[src/rtl/csf_pkg.sv]
package csf_pkg;
  localparam int FLAG_OVF  = 0;
  localparam int FLAG_UDF  = 1;
  localparam int FLAG_IDX  = 2;
  localparam int NUM_FLAGS = 3;

  typedef enum logic {
    MODE_LINEAR = 1'b0,
    MODE_RING   = 1'b1
  } cnt_mode_e;
endpackage

[src/rtl/csf_z_cond.sv]
module csf_z_cond #(
  parameter int SYNC_STAGES = 2
) (
  input  logic clk,
  input  logic rst_n,
  input  logic z_raw,
  input  logic z_invert,
  input  logic z_inhibit,
  output logic z_rise
);
  localparam int EXT_W = SYNC_STAGES + 1;

  logic [SYNC_STAGES-1:0] sync_q, sync_d;
  logic [EXT_W-1:0]       sync_ext;
  logic                   z_sync;
  logic                   z_gated;
  logic                   gz_q, gz_d;

  always_comb begin
    sync_ext = {sync_q, z_raw};
    sync_d   = sync_ext[SYNC_STAGES-1:0];
  end

  assign z_sync  = sync_q[SYNC_STAGES-1];
  assign z_gated = (z_sync ^ z_invert) & ~z_inhibit;

  always_comb begin
    gz_d = z_gated;
  end

  always_ff @(posedge clk or negedge rst_n) begin
    if (!rst_n) begin
      sync_q <= '0;
      gz_q   <= 1'b0;
    end else begin
      sync_q <= sync_d;
      gz_q   <= gz_d;
    end
  end

  assign z_rise = z_gated & ~gz_q;
endmodule

[src/rtl/csf_cmd_edge.sv]
module csf_cmd_edge #(
  parameter int NUM_CMD = 3
) (
  input  logic               clk,
  input  logic               rst_n,
  input  logic [NUM_CMD-1:0] cmd,
  output logic [NUM_CMD-1:0] cmd_rise
);
  for (genvar g = 0; g < NUM_CMD; g++) begin : g_cmd
    logic hist_q, hist_d;

    always_comb begin
      hist_d = cmd[g];
    end

    always_ff @(posedge clk or negedge rst_n) begin
      if (!rst_n) hist_q <= 1'b0;
      else        hist_q <= hist_d;
    end

    assign cmd_rise[g] = cmd[g] & ~hist_q;
  end
endmodule

[src/rtl/csf_sticky_flag.sv]
module csf_sticky_flag (
  input  logic clk,
  input  logic rst_n,
  input  logic set_evt,
  input  logic clr_evt,
  output logic flag
);
  logic flag_q, flag_d, flag_en;

  always_comb begin
    flag_en = set_evt | clr_evt;
    flag_d  = set_evt;
  end

  always_ff @(posedge clk or negedge rst_n) begin
    if (!rst_n)       flag_q <= 1'b0;
    else if (flag_en) flag_q <= flag_d;
  end

  assign flag = flag_q;
endmodule

[src/rtl/cnt_status_flags.sv]
module cnt_status_flags #(
  parameter int STATUS_W    = 16,
  parameter int SYNC_STAGES = 2
) (
  input  logic                clk,
  input  logic                rst_n,
  input  logic                ring_mode,
  input  logic                ovf_cond,
  input  logic                ovf_roll,
  input  logic                udf_cond,
  input  logic                udf_roll,
  input  logic                z_raw,
  input  logic                z_invert,
  input  logic                z_inhibit,
  input  logic                clr_ovf_cmd,
  input  logic                clr_udf_cmd,
  input  logic                clr_idx_cmd,
  output logic [STATUS_W-1:0] status_word
);
  import csf_pkg::*;

  localparam int NF = NUM_FLAGS;

  cnt_mode_e       mode;
  logic            z_rise;
  logic [NF-1:0]   set_vec;
  logic [NF-1:0]   clr_vec;
  logic [NF-1:0]   cmd_vec;
  logic [NF-1:0]   flag_vec;

  assign mode = cnt_mode_e'(ring_mode);

  always_comb begin
    set_vec = '0;
    if (mode == MODE_RING) begin
      set_vec[FLAG_OVF] = ovf_roll;
      set_vec[FLAG_UDF] = udf_roll;
    end else begin
      set_vec[FLAG_OVF] = ovf_cond;
      set_vec[FLAG_UDF] = udf_cond;
    end
    set_vec[FLAG_IDX] = z_rise;
  end

  always_comb begin
    cmd_vec           = '0;
    cmd_vec[FLAG_OVF] = clr_ovf_cmd;
    cmd_vec[FLAG_UDF] = clr_udf_cmd;
    cmd_vec[FLAG_IDX] = clr_idx_cmd;
  end

  csf_z_cond #(.SYNC_STAGES(SYNC_STAGES)) u_zcond (
    .clk       (clk),
    .rst_n     (rst_n),
    .z_raw     (z_raw),
    .z_invert  (z_invert),
    .z_inhibit (z_inhibit),
    .z_rise    (z_rise)
  );

  csf_cmd_edge #(.NUM_CMD(NF)) u_cmd (
    .clk      (clk),
    .rst_n    (rst_n),
    .cmd      (cmd_vec),
    .cmd_rise (clr_vec)
  );

  for (genvar f = 0; f < NF; f++) begin : g_flag
    csf_sticky_flag u_flag (
      .clk     (clk),
      .rst_n   (rst_n),
      .set_evt (set_vec[f]),
      .clr_evt (clr_vec[f]),
      .flag    (flag_vec[f])
    );
  end

  always_comb begin
    status_word = '0;
    for (int i = 0; i < NF; i++) status_word[i] = flag_vec[i];
  end
endmodule

[config.mk]
export PLATFORM = sky130hd
export DESIGN_NAME = cnt_status_flags
export DESIGN_NICKNAME = d
export VERILOG_FILES = /design/src/rtl/csf_pkg.sv /design/src/rtl/csf_z_cond.sv /design/src/rtl/csf_cmd_edge.sv /design/src/rtl/csf_sticky_flag.sv /design/src/rtl/cnt_status_flags.sv
export SDC_FILE = /design/constraint.sdc
export NUM_CORES = 1
export LEC_CHECK = 0
export ABC_CLOCK_PERIOD_IN_PS = 940
export BUFFER_PORTS_ARGS = -buffer_cell sky130_fd_sc_hd__buf_2
export CAP_MARGIN = 20
export CELL_PAD_IN_SITES_DETAIL_PLACEMENT = 0
export CELL_PAD_IN_SITES_GLOBAL_PLACEMENT = 1
export CORE_UTILIZATION = 28
export CTS_CLUSTER_DIAMETER = 40
export DETAILED_ROUTE_END_ITERATION = 8
export PLACE_DENSITY = 0.71
export SETUP_SLACK_MARGIN = 0.1
export SLEW_MARGIN = 40
export SYNTH_ARGS = -nofsm -noshare
export SYNTH_HDL_FRONTEND = slang
export SYNTH_SLANG_ARGS = --single-unit
[constraint.sdc]
create_clock -name clk -period 0.94 [get_ports clk]
set_input_delay 0.047 -clock clk [delete_from_list [all_inputs] [get_ports clk]]
set_output_delay 0.047 -clock clk [all_outputs]
set_load 0.02 [all_outputs]
==> results_dict.tcl <==
set metrics [dict create \
    outcome "complete, no violations" \
    initial_core_util_pct 29.73 \
    clkPwrFrac_pct 31.2 \
    final-setup-viol-count 0 \
    fin_crit_ps 880.1 \
    crit_chain "nand2b_4, a221o_1" \
    grt_usage_pct 7.286 \
    clock_latency_ps 250 \
    setup_tns_ps 0 \
    root_buffer "clkbuf_4" \
    post-route-drc-count 0 \
    grt_pass1_vias 204 \
    ys_warn_count 0 \
    crit_slowest_cell "dfrtp_1" \
    drt-vias-per-instance 3.622 \
    overflow 0 \
    drt-initial-drc-count 2 \
    switchingPower_w 0.0002450 \
    grt_max_degree 10 \
    die_h_um 42.00 \
    whs_ps 28.91 \
    gp_congestion 0.6525 \
    critical_path_class "reg2reg" \
    leakage_nw 0.2913 \
    wirelength_um 565 \
    wl_met1_um 267 \
    crit_fanout 1 \
    io_buffers 15 \
    comb_power_share_pct 21.6 \
    skew_ps 3.364 \
    n_antenna_cell 0 \
    antenna_found_initial 0 \
    grt_pass1_wl_um 869 \
    maxSlewViolCount 0 \
    numCtsBuffers 3 \
    period_share_pct 93.63 \
    path_clk_slew_ps 60 \
    seqPwrFrac_pct 47.2 \
    maxCapViolCount 0 \
    dp_hpwl_um 449.4 \
    post-route-util_pct 38.04 \
    cts.path.max_buffers 2 \
    hold_violations 0 \
    core_um2 1506 \
    area_growth_pct 27.93 \
    synth.distinct_cells 10 \
    dp_cells 64 \
    io_pins 29 \
    ys_top_cells_by_area "dfrtp_1 50%, buf_4 27%, nand2b_4 6.1%, a221o_1 4.5%, nor2b_1 4.2%" \
    max_freq_ghz 1.136 \
    hold_class "in2reg" \
    p_int_w 0.0006708 \
    slowest_delay_ps 360 \
    first_pass_iters 2 \
    power_w 0.0009158 \
    crit_buf_inv 0 \
    synth_top_cell_area_share_pct 50.28 \
    std_cell_rows 14 \
    synth_area_um2 447.9 \
    layoutNonFillerInstCount 74 \
    grt_setup_unrepaired "yes" \
    dr.max_layer_used "met3" \
    synth_cells 37 \
    yosys_register_bits 9 \
    layout-drive-gt1-share_pct 36.21 \
    via_count 268 \
    avgSynthCellArea_um2 12.11 \
    peakVddDrop_mv 0.7066 \
    postCtsSetupRepairBufs 0 \
    power_density_nw_per_um2 1598 \
    worst-endpoint-arrival_ps 1020 \
    crit_path_end_kind "register" \
    nNetsFinal 72 \
    ant_nets 0 \
    h-tree-depth 1 \
    critPathTopFamily "flip-flops" \
    cts_sinks 9 \
    wl_met2_um 230 \
    cts_tree "built" \
    swShare_pct 26.75 \
    synth_top_cell_by_area "dfrtp_1" \
    drt-wirelength-per-cell_um 7.635 \
    ys_seq_area_share_pct 50.28 \
    wl_met3_um 68 \
    cp-start-kind "register" \
    die_w_um 42.00 \
    die-area_um2 1764 \
    worst_ep_required_time_ps 1080 \
]
## timing repair
action | CTS | global route
endpoints found under the hold margin | 14 | 0
endpoints found under the setup margin | 4 | 5
resized for setup | 4 | 2
hold buffers | 6 | 0
## cell families after synthesis
group,share of synthesized area [%]
other,0.8372
DFF,50.28
and+or+nand+nor,11.17
AOI/OAI and AO/OA,8.102
xor gates and xnor gates,1.956
buffers and inverters,27.65
## metrics by stage
step	setup slack (ps)	cell area, µm²
3_3_place_gp	72.99	467.9
3_5_place_dp	62.54	467.9
2_1_floorplan	83.42	493.0
4_1_cts	50.79	566.8
5_1_grt	36.61	573.1
6_report	59.89	573.1
## cells in the final DEF, fill, tap and decap left out, drive strengths merged
master       synthesis  layout
a221o                2       2
buf                 16      15
clkbuf               0       4
conb                 1      13
dfrtp                9       9
dlygate4sd3          0       6
inv                  1       1
nand2b               2       2
nor2                 1       1
nor2b                3       3
o32ai                1       1
xnor2                1       1
## path summary, 6_finish.rpt
path                                                           to  slack (ps)                             from  cells past startpoint
worst max-delay path            g_flag[0].u_flag.flag$_DFFE_PN0P_          60  u_cmd.g_cmd[0].hist_q$_DFF_PN0_                      2
worst min-delay path            g_flag[1].u_flag.flag$_DFFE_PN0P_          30                         udf_roll                      2
worst max register to register  g_flag[0].u_flag.flag$_DFFE_PN0P_          60  u_cmd.g_cmd[0].hist_q$_DFF_PN0_                      2
worst min register to register        u_zcond.sync_q[1]$_DFF_PN0_         350      u_zcond.sync_q[0]$_DFF_PN0_                      0
max in group asynchronous         u_cmd.g_cmd[1].hist_q$_DFF_PN0_         590                            rst_n                      2
min in group asynchronous       g_flag[2].u_flag.flag$_DFFE_PN0P_         170                            rst_n                      2
## synth_stat cells
cell type  instances
dfrtp_1            9
a221o_1            2
nand2b_4           2
inv_1              1
nor2_1             1
o32ai_2            1
xnor2_1            1
buf_4             16
conb_1             1
nor2b_1            3
## power by group through the flow
stage | Combinational (W) | Sequential [W] | Clock [W]
finish | 0.000198 | 0.000432 | 0.000286
CTS | 0.000191 | 0.000431 | 0.000298
global placement | 0.000160 | 0.000436 | 0
floorplan | 0.000169 | 0.000434 | 0
detailed placement | 0.000163 | 0.000436 | 0
global route | 0.000213 | 0.000435 | 0.000324
## state kept, by name, summed over array words and instances (netlist names)
signal,count
g_flag.u_flag.flag,3
u_cmd.g_cmd.hist_q,3
u_zcond.sync_q,2
u_zcond.gz_q,1
## layout make-up
class,count,area [µm²]
fill,154,933.4
timing repair buffer,21,153.9
multi-input combinational,23,143.9
inverter,1,3.754
clock buffer,4,26.28
tap,16,20.02
sequential,9,225.2
## layer usage
layer / up-vias / track usage [%]
met5: - / 0
met1: 121 / 8.864
met3: 0 / 6.897
met4: 0 / 3.871
met2: 16 / 8.125
li1: 131 / -
(Power assumes the default switching activity.)
